===== src/rtl/sfc_pkg.sv =====
package sfc_pkg;
  localparam logic [7:0] OP_WREN  = 8'h06;
  localparam logic [7:0] OP_WRDI  = 8'h04;
  localparam logic [7:0] OP_RDSR0 = 8'h05;
  localparam logic [7:0] OP_RDSR1 = 8'h35;
  localparam logic [7:0] OP_RDSR2 = 8'h15;
  localparam logic [7:0] OP_WRSR0 = 8'h01;
  localparam logic [7:0] OP_WRSR1 = 8'h31;
  localparam logic [7:0] OP_WRSR2 = 8'h11;
  localparam logic [7:0] OP_READ  = 8'h03;
  localparam logic [7:0] OP_FREAD = 8'h0B;
  localparam logic [7:0] OP_PROG  = 8'h02;
  localparam logic [7:0] OP_SE    = 8'h20;
  localparam logic [7:0] OP_BE32  = 8'h52;
  localparam logic [7:0] OP_BE64  = 8'hD8;
  localparam logic [7:0] OP_CEA   = 8'hC7;
  localparam logic [7:0] OP_CEB   = 8'h60;
  localparam logic [7:0] OP_RSTEN = 8'h66;
  localparam logic [7:0] OP_RST   = 8'h99;

  typedef enum logic [2:0] {
    EX_PROG = 3'd0,
    EX_SE   = 3'd1,
    EX_BE32 = 3'd2,
    EX_BE64 = 3'd3,
    EX_CE   = 3'd4,
    EX_WRSR = 3'd5,
    EX_RST  = 3'd6
  } exec_kind_e;
endpackage


===== src/rtl/sfc_sync.sv =====
module sfc_sync #(
  parameter int         W       = 3,
  parameter int         STAGES  = 2,
  parameter logic [W-1:0] RST_VAL = '0
) (
  input  logic         clk,
  input  logic         rst_n,
  input  logic [W-1:0] d,
  output logic [W-1:0] q
);
  logic [W-1:0] st [STAGES];

  for (genvar s = 0; s < STAGES; s++) begin : g_stage
    if (s == 0) begin : g_first
      always_ff @(posedge clk or negedge rst_n) begin
        if (!rst_n) st[s] <= RST_VAL;
        else        st[s] <= d;
      end
    end else begin : g_next
      always_ff @(posedge clk or negedge rst_n) begin
        if (!rst_n) st[s] <= RST_VAL;
        else        st[s] <= st[s-1];
      end
    end
  end

  assign q = st[STAGES-1];
endmodule


===== src/rtl/sfc_deser.sv =====
module sfc_deser #(
  parameter int BN_W = 3
) (
  input  logic            clk,
  input  logic            rst_n,
  input  logic            cs_s,
  input  logic            sclk_s,
  input  logic            si_s,
  output logic            cs_fall,
  output logic            cs_rise,
  output logic            sclk_fall,
  output logic            byte_vld,
  output logic [7:0]      byte_data,
  output logic [BN_W-1:0] byte_num,
  output logic            aligned,
  output logic            any_clk
);
  logic            cs_prev_q, sclk_prev_q;
  logic [2:0]      bit_q, bit_d;
  logic [BN_W-1:0] bn_q, bn_d, bn_inc;
  logic [6:0]      sh_q, sh_d;
  logic            sclk_rise;

  assign cs_fall   = cs_prev_q & ~cs_s;
  assign cs_rise   = ~cs_prev_q & cs_s;
  assign sclk_rise = ~cs_s & sclk_s & ~sclk_prev_q;
  assign sclk_fall = ~cs_s & ~sclk_s & sclk_prev_q;
  assign bn_inc    = (bn_q == '1) ? bn_q : bn_q + 1'b1;
  assign byte_vld  = sclk_rise && (bit_q == 3'd7);
  assign byte_data = {sh_q, si_s};
  assign byte_num  = byte_vld ? bn_inc : bn_q;
  assign aligned   = (bit_q == 3'd0);
  assign any_clk   = (bit_q != 3'd0) || (bn_q != '0);

  always_comb begin
    bit_d = bit_q;
    bn_d  = bn_q;
    sh_d  = sh_q;
    if (cs_fall) begin
      bit_d = '0;
      bn_d  = '0;
    end else if (sclk_rise) begin
      sh_d  = {sh_q[5:0], si_s};
      bit_d = bit_q + 1'b1;
      if (bit_q == 3'd7) bn_d = bn_inc;
    end
  end

  always_ff @(posedge clk or negedge rst_n) begin
    if (!rst_n) begin
      cs_prev_q   <= 1'b1;
      sclk_prev_q <= 1'b0;
      bit_q       <= '0;
      bn_q        <= '0;
      sh_q        <= '0;
    end else begin
      cs_prev_q   <= cs_s;
      sclk_prev_q <= sclk_s;
      bit_q       <= bit_d;
      bn_q        <= bn_d;
      sh_q        <= sh_d;
    end
  end
endmodule


===== src/rtl/sfc_serializer.sv =====
module sfc_serializer (
  input  logic       clk,
  input  logic       rst_n,
  input  logic       cs_fall,
  input  logic       cs_rise,
  input  logic       sclk_fall,
  input  logic       load,
  input  logic [7:0] tx_byte,
  output logic       miso,
  output logic       miso_oe
);
  logic       pend_q, pend_d;
  logic       oe_q, oe_d;
  logic [7:0] sh_q, sh_d;

  always_comb begin
    pend_d = pend_q;
    oe_d   = oe_q;
    sh_d   = sh_q;
    if (cs_fall || cs_rise) begin
      pend_d = 1'b0;
      oe_d   = 1'b0;
    end else begin
      if (load) pend_d = 1'b1;
      if (sclk_fall) begin
        if (pend_q) begin
          sh_d   = tx_byte;
          oe_d   = 1'b1;
          pend_d = load;
        end else if (oe_q) begin
          sh_d = {sh_q[6:0], 1'b0};
        end
      end
    end
  end

  always_ff @(posedge clk or negedge rst_n) begin
    if (!rst_n) begin
      pend_q <= 1'b0;
      oe_q   <= 1'b0;
      sh_q   <= '0;
    end else begin
      pend_q <= pend_d;
      oe_q   <= oe_d;
      sh_q   <= sh_d;
    end
  end

  assign miso    = oe_q & sh_q[7];
  assign miso_oe = oe_q;


  miso_release_chk: assert property (@(posedge clk) disable iff (!rst_n)
    cs_rise |=> !oe_q);


  shift_on_fall_chk: assert property (@(posedge clk) disable iff (!rst_n)
    !sclk_fall |=> $stable(sh_q));


  oe_from_load_chk: assert property (@(posedge clk) disable iff (!rst_n)
    $rose(oe_q) |-> $past(pend_q));
endmodule


===== src/rtl/sfc_ctrl.sv =====
module sfc_ctrl
  import sfc_pkg::*;
#(
  parameter int ADDR_W  = 24,
  parameter int PAGE_AW = 8,
  parameter int BN_W    = 3
) (
  input  logic              clk,
  input  logic              rst_n,
  input  logic              cs_rise,
  input  logic              aligned,
  input  logic              byte_vld,
  input  logic [7:0]        byte_data,
  input  logic [BN_W-1:0]   byte_num,
  input  logic [23:0]       sr_in,
  input  logic [7:0]        rd_data,
  output logic              tx_load,
  output logic [7:0]        tx_byte,
  output logic              rd_req,
  output logic [ADDR_W-1:0] rd_addr,
  output logic              pg_vld,
  output logic [ADDR_W-1:0] pg_addr,
  output logic [7:0]        pg_data,
  output logic              pg_cancel,
  output logic              exec_vld,
  output logic [2:0]        exec_kind,
  output logic [ADDR_W-1:0] exec_addr,
  output logic [1:0]        exec_sr_sel,
  output logic [7:0]        exec_sr_data,
  output logic              wel
);
  localparam int ADDR_BYTES = ADDR_W / 8;
  localparam logic [BN_W-1:0] BN_OP   = BN_W'(1);
  localparam logic [BN_W-1:0] BN_SR   = BN_W'(2);
  localparam logic [BN_W-1:0] BN_ADDR = BN_W'(ADDR_BYTES + 1);
  localparam logic [BN_W-1:0] BN_DMY  = BN_W'(ADDR_BYTES + 2);

  logic [7:0]        op_q, op_d, op_now;
  logic [ADDR_W-1:0] addr_q, addr_d, base_q, base_d, addr_sh;
  logic [7:0]        srd_q, srd_d;
  logic              wel_q, wel_d, armed_q, armed_d, fetch_q, fetch_d;
  logic              pgv_q, pgv_d, pgc_q, pgc_d, exv_q, exv_d;
  logic [ADDR_W-1:0] pga_q, pga_d;
  logic [7:0]        pgd_q, pgd_d;
  exec_kind_e        exk_q, exk_d;
  logic [1:0]        exs_q, exs_d;
  logic              op_is_sr, ok_end, now_rd, now_fr, now_sr;

  assign op_now   = (byte_num == BN_OP) ? byte_data : op_q;
  assign op_is_sr = (op_q == OP_RDSR0) || (op_q == OP_RDSR1) || (op_q == OP_RDSR2);
  assign now_rd   = (op_now == OP_READ)  && (byte_num >= BN_ADDR);
  assign now_fr   = (op_now == OP_FREAD) && (byte_num >= BN_DMY);
  assign now_sr   = ((op_now == OP_RDSR0) || (op_now == OP_RDSR1) ||
                     (op_now == OP_RDSR2)) && (byte_num >= BN_OP);
  assign ok_end   = aligned && (byte_num >= BN_OP);
  assign addr_sh  = {addr_q[ADDR_W-9:0], byte_data};

  always_comb begin
    op_d    = op_q;
    addr_d  = addr_q;
    base_d  = base_q;
    srd_d   = srd_q;
    wel_d   = wel_q;
    armed_d = armed_q;
    fetch_d = byte_vld && (now_rd || now_fr || now_sr);
    pgv_d   = 1'b0;
    pga_d   = pga_q;
    pgd_d   = pgd_q;
    pgc_d   = 1'b0;
    exv_d   = 1'b0;
    exk_d   = exk_q;
    exs_d   = exs_q;

    if (fetch_q && !op_is_sr) addr_d = addr_q + 1'b1;

    if (byte_vld) begin
      if (byte_num == BN_OP) op_d = byte_data;
      if (byte_num == BN_SR) srd_d = byte_data;
      if ((byte_num > BN_OP) && (byte_num <= BN_ADDR)) begin
        addr_d = addr_sh;
        if (byte_num == BN_ADDR) base_d = addr_sh;
      end
      if ((op_q == OP_PROG) && (byte_num > BN_ADDR) && wel_q) begin
        pgv_d  = 1'b1;
        pga_d  = addr_q;
        pgd_d  = byte_data;
        addr_d = {addr_q[ADDR_W-1:PAGE_AW], addr_q[PAGE_AW-1:0] + 1'b1};
      end
    end

    if (cs_rise && (byte_num >= BN_OP || !aligned)) begin
      armed_d = ok_end && (op_q == OP_RSTEN);
      case (op_q)
        OP_WREN: if (ok_end) wel_d = 1'b1;
        OP_WRDI: if (ok_end) wel_d = 1'b0;
        OP_WRSR0, OP_WRSR1, OP_WRSR2:
          if (ok_end && (byte_num >= BN_SR) && wel_q) begin
            exv_d = 1'b1;
            exk_d = EX_WRSR;
            exs_d = (op_q == OP_WRSR0) ? 2'd0 : (op_q == OP_WRSR1) ? 2'd1 : 2'd2;
          end
        OP_SE, OP_BE32, OP_BE64:
          if (ok_end && (byte_num >= BN_ADDR) && wel_q) begin
            exv_d = 1'b1;
            exk_d = (op_q == OP_SE) ? EX_SE : (op_q == OP_BE32) ? EX_BE32 : EX_BE64;
          end
        OP_CEA, OP_CEB:
          if (ok_end && wel_q) begin
            exv_d = 1'b1;
            exk_d = EX_CE;
          end
        OP_PROG:
          if (wel_q) begin
            if (ok_end && (byte_num > BN_ADDR)) begin
              exv_d = 1'b1;
              exk_d = EX_PROG;
            end else begin
              pgc_d = 1'b1;
            end
          end
        OP_RST:
          if (ok_end && armed_q) begin
            exv_d = 1'b1;
            exk_d = EX_RST;
          end
        default: ;
      endcase
      if (exv_d) wel_d = 1'b0;
    end
  end

  always_ff @(posedge clk or negedge rst_n) begin
    if (!rst_n) begin
      op_q    <= '0;
      addr_q  <= '0;
      base_q  <= '0;
      srd_q   <= '0;
      wel_q   <= 1'b0;
      armed_q <= 1'b0;
      fetch_q <= 1'b0;
      pgv_q   <= 1'b0;
      pga_q   <= '0;
      pgd_q   <= '0;
      pgc_q   <= 1'b0;
      exv_q   <= 1'b0;
      exk_q   <= EX_PROG;
      exs_q   <= '0;
    end else begin
      op_q    <= op_d;
      addr_q  <= addr_d;
      base_q  <= base_d;
      srd_q   <= srd_d;
      wel_q   <= wel_d;
      armed_q <= armed_d;
      fetch_q <= fetch_d;
      pgv_q   <= pgv_d;
      pga_q   <= pga_d;
      pgd_q   <= pgd_d;
      pgc_q   <= pgc_d;
      exv_q   <= exv_d;
      exk_q   <= exk_d;
      exs_q   <= exs_d;
    end
  end

  always_comb begin
    case (op_q)
      OP_RDSR0: tx_byte = {sr_in[7:2], wel_q, sr_in[0]};
      OP_RDSR1: tx_byte = sr_in[15:8];
      OP_RDSR2: tx_byte = sr_in[23:16];
      default:  tx_byte = rd_data;
    endcase
  end

  assign tx_load      = fetch_q;
  assign rd_req       = fetch_q && !op_is_sr;
  assign rd_addr      = addr_q;
  assign pg_vld       = pgv_q;
  assign pg_addr      = pga_q;
  assign pg_data      = pgd_q;
  assign pg_cancel    = pgc_q;
  assign exec_vld     = exv_q;
  assign exec_kind    = exk_q;
  assign exec_addr    = base_q;
  assign exec_sr_sel  = exs_q;
  assign exec_sr_data = srd_q;
  assign wel          = wel_q;


  exec_needs_wel_chk: assert property (@(posedge clk) disable iff (!rst_n)
    (exv_q && exk_q != EX_RST) |-> $past(wel_q));


  wel_cleared_chk: assert property (@(posedge clk) disable iff (!rst_n)
    exv_q |-> !wel_q);


  exec_aligned_chk: assert property (@(posedge clk) disable iff (!rst_n)
    exv_q |-> $past(cs_rise && aligned));


  commit_or_cancel_chk: assert property (@(posedge clk) disable iff (!rst_n)
    $onehot0({exv_q, pgc_q}));


  pg_needs_wel_chk: assert property (@(posedge clk) disable iff (!rst_n)
    pgv_q |-> wel_q);
endmodule


===== src/rtl/sfc_frontend.sv =====
module sfc_frontend #(
  parameter int ADDR_W      = 24,
  parameter int PAGE_AW     = 8,
  parameter int SYNC_STAGES = 2
) (
  input  logic              clk,
  input  logic              rst_n,
  input  logic              spi_cs_n,
  input  logic              spi_sclk,
  input  logic              spi_mosi,
  output logic              spi_miso,
  output logic              spi_miso_oe,
  input  logic [23:0]       sr_in,
  output logic              rd_req,
  output logic [ADDR_W-1:0] rd_addr,
  input  logic [7:0]        rd_data,
  output logic              pg_vld,
  output logic [ADDR_W-1:0] pg_addr,
  output logic [7:0]        pg_data,
  output logic              pg_cancel,
  output logic              exec_vld,
  output logic [2:0]        exec_kind,
  output logic [ADDR_W-1:0] exec_addr,
  output logic [1:0]        exec_sr_sel,
  output logic [7:0]        exec_sr_data,
  output logic              wel
);
  localparam int ADDR_BYTES = ADDR_W / 8;
  localparam int BN_W       = $clog2(ADDR_BYTES + 4);

  logic [1:0]      rst_pipe_q;
  logic            rst_core_n;
  logic [2:0]      pins_s;
  logic            cs_fall, cs_rise, sclk_fall, byte_vld, aligned, any_clk;
  logic [7:0]      byte_data, tx_byte;
  logic [BN_W-1:0] byte_num;
  logic            tx_load;

  always_ff @(posedge clk or negedge rst_n) begin
    if (!rst_n) rst_pipe_q <= '0;
    else        rst_pipe_q <= {rst_pipe_q[0], 1'b1};
  end
  assign rst_core_n = rst_pipe_q[1];

  sfc_sync #(.W(3), .STAGES(SYNC_STAGES), .RST_VAL(3'b100)) u_sync (
    .clk   (clk),
    .rst_n (rst_core_n),
    .d     ({spi_cs_n, spi_sclk, spi_mosi}),
    .q     (pins_s)
  );

  sfc_deser #(.BN_W(BN_W)) u_deser (
    .clk       (clk),
    .rst_n     (rst_core_n),
    .cs_s      (pins_s[2]),
    .sclk_s    (pins_s[1]),
    .si_s      (pins_s[0]),
    .cs_fall   (cs_fall),
    .cs_rise   (cs_rise),
    .sclk_fall (sclk_fall),
    .byte_vld  (byte_vld),
    .byte_data (byte_data),
    .byte_num  (byte_num),
    .aligned   (aligned),
    .any_clk   (any_clk)
  );

  sfc_ctrl #(.ADDR_W(ADDR_W), .PAGE_AW(PAGE_AW), .BN_W(BN_W)) u_ctrl (
    .clk          (clk),
    .rst_n        (rst_core_n),
    .cs_rise      (cs_rise & any_clk),
    .aligned      (aligned),
    .byte_vld     (byte_vld),
    .byte_data    (byte_data),
    .byte_num     (byte_num),
    .sr_in        (sr_in),
    .rd_data      (rd_data),
    .tx_load      (tx_load),
    .tx_byte      (tx_byte),
    .rd_req       (rd_req),
    .rd_addr      (rd_addr),
    .pg_vld       (pg_vld),
    .pg_addr      (pg_addr),
    .pg_data      (pg_data),
    .pg_cancel    (pg_cancel),
    .exec_vld     (exec_vld),
    .exec_kind    (exec_kind),
    .exec_addr    (exec_addr),
    .exec_sr_sel  (exec_sr_sel),
    .exec_sr_data (exec_sr_data),
    .wel          (wel)
  );

  sfc_serializer u_ser (
    .clk       (clk),
    .rst_n     (rst_core_n),
    .cs_fall   (cs_fall),
    .cs_rise   (cs_rise),
    .sclk_fall (sclk_fall),
    .load      (tx_load),
    .tx_byte   (tx_byte),
    .miso      (spi_miso),
    .miso_oe   (spi_miso_oe)
  );
endmodule


===== config.mk =====
export PLATFORM = sky130hd
export DESIGN_NAME = sfc_frontend
export DESIGN_NICKNAME = d
export VERILOG_FILES = /design/src/rtl/sfc_pkg.sv /design/src/rtl/sfc_sync.sv /design/src/rtl/sfc_deser.sv /design/src/rtl/sfc_serializer.sv /design/src/rtl/sfc_ctrl.sv /design/src/rtl/sfc_frontend.sv
export SDC_FILE = /design/constraint.sdc
export NUM_CORES = 1
export LEC_CHECK = 0
export ABC_AREA = 1
export BUFFER_PORTS_ARGS = -buffer_cell sky130_fd_sc_hd__buf_4
export CAP_MARGIN = 20
export CELL_PAD_IN_SITES_DETAIL_PLACEMENT = 0
export CELL_PAD_IN_SITES_GLOBAL_PLACEMENT = 2
export CORE_ASPECT_RATIO = 0.5
export CORE_UTILIZATION = 34
export CTS_CLUSTER_SIZE = 14
export DETAILED_ROUTE_END_ITERATION = 8
export PLACE_DENSITY = 0.9
export SYNTH_ARGS = -nofsm -noshare
export SYNTH_HDL_FRONTEND = slang
export SYNTH_HIERARCHICAL = 1
export SYNTH_SLANG_ARGS = --single-unit
export TNS_END_PERCENT = 1

===== constraint.sdc =====
create_clock -name clk -period 6.48 [get_ports clk]
set_input_delay 0.648 -clock clk [delete_from_list [all_inputs] [get_ports clk]]
set_output_delay 0.648 -clock clk [all_outputs]
set_load 0.01 [all_outputs]

==> results of run 1 <==
## cells in the final DEF (no fill, tap or decap), types with 2 or more instances in the layout
cell type,synthesis,routed
a21oi_1,17,17
a22oi_1,4,4
buf_4,8,139
bufinv_16,0,4
clkbuf_1,11,3
clkbuf_16,0,17
clkinv_1,2,2
clkinv_4,0,2
clkinvlp_4,0,2
dfrtp_1,137,136
dfstp_2,3,3
ha_1,6,6
inv_1,83,83
inv_2,10,10
inv_6,0,4
nand2_1,394,394
nand2_2,4,4
nand2_4,2,2
nand3_1,61,61
nand3_2,2,2
nand3b_1,3,3
nand4_1,18,18
nor2_1,60,60
nor2_2,6,6
nor2_4,4,4
nor2_8,3,3
nor3_1,3,3
o211ai_1,4,4
o21ai_0,76,76
o21ai_1,26,26
o21ai_2,2,2
o21bai_1,3,3
o22ai_1,2,2
xor2_1,6,6
## sequential cells by signal, indices dropped and copies added, names as in the netlist, 3 cells and up
signal / cells
u_ctrl/exec_addr: 24
u_ctrl/exec_kind: 3
u_ctrl/exec_sr_data: 8
u_ctrl/op_q: 8
u_ctrl/pg_addr: 24
u_ctrl/pg_data: 8
u_ctrl/rd_addr: 24
u_deser/bit_q: 3
u_deser/bn_q: 3
u_deser/sh_q: 7
u_ser/sh_q: 8
u_sync/q: 3
u_sync/st: 3
## routing by layer
metal / global-route usage (%) / routed length (um)
met5: 0 / 0
met4: 5.58 / 216
met3: 3.55 / 940
met2: 32.3 / 9620
met1: 27.6 / 10500
## repair_timing
item | CTS | global route
buffers inserted | 0 | 0
hold buffers | 1 | 0
endpoints found under the hold margin | 2 | 0
## cell families after synthesis
| kind of cell | after synthesis | share of synthesized area [%] |
|---|---|---|
| flip-flops | 140 | 47.8 |
| other | 1 | 0.0512 |
| buffers and inverters | 126 | 7.41 |
| AND/OR/NAND/NOR | 564 | 33.0 |
| adder cells (fa/ha/maj) | 6 | 1.02 |
| XOR/XNOR | 6 | 0.717 |
| multiplexers | 1 | 0.154 |
| AO/OA/AOI/OAI | 135 | 9.78 |
## per-stage QoR
step	hold WS [ps]	area (sq um)	power (W)	util, %
after floorplan	331	7330	0.000950	-
after global placement	336	8530	0.000985	41.0
after detailed placement	339	8530	0.000987	41.0
after CTS	308	9170	0.00205	44.0
after global routing	307	9190	0.00210	44.1
final	324	9190	0.00203	44.1
## worst max path at each step
stage                         from                 end  cells after the start
2_1_floorplan        rst_pipe_q[1]      u_ctrl/armed_q                      0
3_3_place_gp   u_deser/sclk_prev_q  u_ctrl/rd_addr[18]                     15
3_5_place_dp   u_deser/sclk_prev_q   u_ctrl/rd_addr[1]                     15
4_1_cts        u_deser/sclk_prev_q  u_ctrl/rd_addr[14]                     15
5_1_grt        u_deser/sclk_prev_q  u_ctrl/rd_addr[18]                     15
6_report       u_deser/sclk_prev_q   u_ctrl/rd_addr[1]                     15
## cell type report
type | count | area (sq um)
well taps | 273 | 342
multi-input cells | 713 | 3280
clock buffers | 20 | 437
repair buffers | 141 | 1080
flip-flops and latches | 140 | 3510
inverters | 95 | 357
clock inverters | 12 | 188
fillers | 2169 | 11600
## power groups by stage
stage / logic (W) / registers [W] / clock network, W
finish: 0.0000663 / 0.000906 / 0.00106
global route: 0.0000752 / 0.000908 / 0.00112
CTS: 0.0000655 / 0.000906 / 0.00108
detailed placement: 0.0000646 / 0.000922 / 0
global placement: 0.0000635 / 0.000922 / 0
floorplan: 0.0000298 / 0.000920 / 0
==> flow_summary.toml, run 1 <==
[run_status]
run_status = "finished clean"

[critical_path]
critical_path_sink_type = "flip-flop"
critical_path_class = "reg2reg"
cp_slowest_stage_delay_ps = 680
cp.required_ps = 6770
critPathArrivalTime_ps = 4110
crit_path_frequent_cell = "nand2_1"
path_buf_inv = 4
path_cells = "inv_1, nand3_2, nor2_2, nand2_1, o21ai_0, nor2_1, nor2_1, inv_2, nor3_4, nand3_2, buf_4, nand2_1, inv_2, nand2_1, o221ai_1"
critical_register_to_register_path_endpoint = "u_ctrl/rd_addr[1]"
path_max_fanout = 36
sort_of_element_at_the_start_of_the_critical_path = "flip-flop"
reg2reg_slack_ps = 2660
critPathTopFamily = "simple AND/OR/NAND/NOR gates"
cpMaxStageDelayCell = "nor2_2"
worst-r2r-cell-count = 15
rr_startpoint = "u_deser/sclk_prev_q"

[final_layout]
count_of_antenna_diodes_in_the_layout = 0
design.final.nets = 1151
area.growth.synth_to_final_pct = 25.4
final_cell_count_no_fill = 1394
drive_gt1_share_pct = 18.7

[global_routing]
first_pass_grt_wire_length_mm = 34.6
total_grt_overflow = 0
largest_net_degree_at_the_start_of_global_routing = 77
grt_use_total_pct = 20.0
grt_pass1_vias = 6547
antenna_violations_before_repair = 0

[worst_hold_path]
worst_hold_path.endpoint = "u_sync/st[3]"
hold-path-cell-count = 1
hold_path.class = "in2reg"
hold_start = "spi_mosi"

[die]
io-pin-count = 137
placeableCoreArea_sq_um = 20800
floorplan.die_area_sq_um = 22200
die_h_um = 106
num_rows = 37
initial_core_util_pct = 35.2
dieWidth_um = 210

[clock_network]
cts.reportedPaths.clkPinSlew_ps = 70
clock_latency_ps = 430
tritoncts_num_sinks = 140
ctsResizeCount = 0
clk_root_buffer_cell = "clkbuf_16"
cts_made_buffers = 17
clock_tree.buffer_depth = 2
tritoncts = "yes"
cts_htree_levels = 4

[synth]
ys_seq_area_share_pct = 47.8
synth_top_cell_by_area = "dfrtp_1"
mean_post_synth_cell_area_sq_um = 7.49
number_of_synthesized_flops_with_an_enable_pin = 0
synth_flop_cell = "dfrtp_1"
synth_largest_type_area_fraction_pct = 46.8
synth_fp_nets = 1022
synth_area_leaders = "dfrtp_1 47%, nand2_1 20%, o21ai_0 5.2%, inv_1 4.3%, nand3_1 4.2%"
cell_with_the_most_instances_after_synthesis = "nand2_1"
post_synth_inst_count = 979
yosys_register_bits = 140
synth.cell_area_sq_um = 7330
synthArstFlopShare_pct = 100
synth.yosys.warnings = 6
commonest_cells_post_synth = "394 x nand2_1, 137 x dfrtp_1, 83 x inv_1, 76 x o21ai_0, 61 x nand3_1"
ys_types = 38

[drt]
wire_per_inst_um = 15.2
route.detailed.vias_per_inst = 4.83
vias = 6733
remaining_drc_errors = 0
drt.antenna.violating_nets = 0
finalWirelength_mm = 21.2
dr.first_iter.drc_count = 426
drt-pass1-iter-count = 5

[pwr]
cellInternalPower_w = 0.00156
power_per_cell_area_nw_per_um2 = 221
relative_contribution_of_the_clock_network_to_total_power_pct = 52.1
power.ir.vdd_worst_v = 0.000154
netSwitchingPower_w = 0.000466
power.sequential.fraction_pct = 44.7
combPwrFrac_pct = 3.3
switching_share_pct = 23.0
p_leak_nw = 4.74

[job]
maxCapViolations = 0

[placement]
dp_hpwl_mm = 15.1
io_buffer_count = 135
place_worst_setup_slack_ps = 2650
finalWeightedCongestion = 0.874
placed_cells = 1360

[sta]
finalHoldViolCount = 0
final_skew_ps = 9.37
timing.final.crit_share_pct = 58.9
fmaxAchievable_ghz = 0.262
final_max_slew_viol_count = 0
timing_worst_slew_pin_value_ps = 892
grt_setup_unrepaired = "false"
maxSlewHeadroom_pct = 40.2
final_critical_path_setup_slack_ps = 2660
layout_min_cycle_time_ps = 3820
final_setup_viols = 0
setup_tns_ps = 0
(Power assumes the default switching activity.)
==> run 2: changes to the inputs <==
--- a/config.mk
+++ b/config.mk
@@ -11,10 +11,10 @@
 export CELL_PAD_IN_SITES_DETAIL_PLACEMENT = 0
 export CELL_PAD_IN_SITES_GLOBAL_PLACEMENT = 2
 export CORE_ASPECT_RATIO = 0.5
-export CORE_UTILIZATION = 34
+export CORE_UTILIZATION = 32
 export CTS_CLUSTER_SIZE = 14
 export DETAILED_ROUTE_END_ITERATION = 8
-export PLACE_DENSITY = 0.9
+export PLACE_DENSITY = 0.86
 export SYNTH_ARGS = -nofsm -noshare
 export SYNTH_HDL_FRONTEND = slang
 export SYNTH_HIERARCHICAL = 1
==> constraint.sdc (replaced) <==
create_clock -name clk -period 3.75 [get_ports clk]
set_input_delay 0.375 -clock clk [delete_from_list [all_inputs] [get_ports clk]]
set_output_delay 0.375 -clock clk [all_outputs]
set_load 0.01 [all_outputs]
==> run 2 against run 1 <==
  * Clock-buffer cell count down 3
  * Sequential power up 73%
  * Fmax up 25%
  * Global-route usage down 1.1 points
  * Non-clock buffer count up 3
  * Wire length up 0.71%
  * Die area up 6.2%
  * Largest power group unchanged
  * Highest routed layer unchanged
==> flow_summary.toml, run 2 (synthesis gave the netlist of run 1 again) <==
[clock_network]
tritoncts = "yes"
clock_latency_ps = 440
cts_htree_levels = 4
cts.hold.buffers_added = 1
cts.reportedPaths.clkPinSlew_ps = 60
post_cts_setup_bufs = 0
cts_made_buffers = 17
ctsResizeCount = 0
clock_tree.buffer_depth = 2
tritoncts_num_sinks = 140
clk_root_buffer_cell = "clkbuf_16"

[final_layout]
area.growth.synth_to_final_pct = 25.3
layout_commonest_cell = "nand2_1"
number_of_fill_cells = 2323
count_of_antenna_diodes_in_the_layout = 0
most-common-layout-cells = "394 x nand2_1, 142 x buf_4, 136 x dfrtp_1"
layout.core_utilization_pct = 41.6
design.final.nets = 1154
drive_gt1_share_pct = 19.2

[critical_path]
cp.required_ps = 4060
cpMaxStageDelayCell = "nor2_2"
critical_path_class = "reg2reg"
critPathArrivalTime_ps = 3380
sort_of_element_at_the_start_of_the_critical_path = "flip-flop"
crit_path_frequent_cell = "nor2_1"
cp_slowest_stage_delay_ps = 420
path_max_fanout = 22
path_cells = "inv_1, nand3_2, nor2_2, o21ai_0, nor2_1, nor2_1, nor2_1, buf_4, clkinv_1, o211ai_1, o21bai_1"
critical_path_sink_type = "flip-flop"
worst-r2r-cell-count = 11

[die]
die_h_um = 109
floorplan.die_area_sq_um = 23600
io-pin-count = 137
initial_core_util_pct = 33.2
dieWidth_um = 216
num_rows = 38
placeableCoreArea_sq_um = 22100

[placement]
finalWeightedCongestion = 0.859
io_buffer_count = 135
dp_hpwl_mm = 15.5
place_worst_setup_slack_ps = 681

[drt]
dr.first_iter.drc_count = 469
drt-pass1-iter-count = 5
drt.antenna.violating_nets = 0
finalWirelength_mm = 21.4
vias = 6755
route.detailed.vias_per_inst = 4.74
wire_per_inst_um = 15.0
remaining_drc_errors = 0

[sta]
finalHoldViolCount = 0
timing.final.crit_share_pct = 81.7
layout_min_cycle_time_ps = 3060
timing_worst_slew_pin_value_ps = 910
grt_setup_unrepaired = "false"
fmaxAchievable_ghz = 0.326
maxSlewHeadroom_pct = 39.3
final_setup_viols = 0
final_skew_ps = 12.0
setup_tns_ps = 0
final_max_slew_viol_count = 0
final_critical_path_setup_slack_ps = 686

[global_routing]
largest_net_degree_at_the_start_of_global_routing = 68
grt_pass1_vias = 6449
grt_use_total_pct = 19.0
first_pass_grt_wire_length_mm = 34.4
antenna_violations_before_repair = 0
total_grt_overflow = 0

[run_status]
run_status = "finished clean"

[pwr]
power_per_cell_area_nw_per_um2 = 360
p_leak_nw = 4.74
power.ir.vdd_worst_v = 0.000179

[job]
maxCapViolations = 0

[worst_hold_path]
hold-path-cell-count = 1
hold_path.class = "in2reg"
## run 2: cell count changes in the layout (fill, tap and decap cells not counted), moves of 2 or more
cell and delta:
clkinv_2 +3, clkbuf_1 -3, buf_4 +3, clkinv_4 +5, inv_6 -2, bufinv_16 -3
## run 2: per-stage QoR
step / total power (W) / cell area, sq um / instances / hold WS, ps
4_1_cts: 0.00337 / 9190 / 1424 / 23.8
2_1_floorplan: 0.00164 / 7330 / 979 / 79.4
3_3_place_gp: 0.00171 / 8610 / 1391 / 158
5_1_grt: 0.00345 / 9190 / 1424 / 32.6
6_report: 0.00331 / 9190 / 1424 / 48.9
3_5_place_dp: 0.00172 / 8610 / 1391 / 161
## run 2: layer usage
layer	share of wire [%]	vias up	track usage, %
li1	-	3386	-
met1	48	3200	26.1
met2	46	153	30.0
met3	5.0	16	4.04
met4	1.1	0	5.68
met5	0	-	0
## run 2: worst max-delay path, delay by kind of cell, from the launching register on
kind,cells,cell delay (ps)
AO/OA/AOI/OAI,3,610
AND/OR/NAND/NOR,5,1170
flip-flops,1,370
buffers and inverters,3,780
## run 2: final timing paths
| check | slack (ps) | endpoint | startpoint |
|---|---|---|---|
| setup / recovery | 690 | u_ctrl/rd_addr[3] | u_deser/sclk_prev_q |
| hold / removal | 50 | u_sync/st[3] | spi_mosi |
| setup reg to reg | 690 | u_ctrl/rd_addr[3] | u_deser/sclk_prev_q |
| hold reg to reg | 350 | rst_pipe_q[1] | rst_pipe_q[0] |
| max in group asynchronous | 2370 | u_sync/q[2] | rst_pipe_q[1] |
| min in group asynchronous | 280 | rst_pipe_q[1] | rst_n |
## run 2: cell type report
cell class	count	area [sq um]	area share, %
Inverter	95	357	3.88
Multi-Input combinational cell	713	3280	35.7
Clock buffer	17	425	4.63
Sequential cell	140	3510	38.2
Tap cell	300	375	4.09
Clock inverter	15	143	1.55
Timing Repair Buffer	144	1100	11.9
## run 2: where the power goes
group | switching, W | total (W) | internal [W]
combinational | 0.0000775 | 0.000119 | 0.0000414
sequential | 0.0000344 | 0.00157 | 0.00153
clock | 0.000705 | 0.00163 | 0.000922
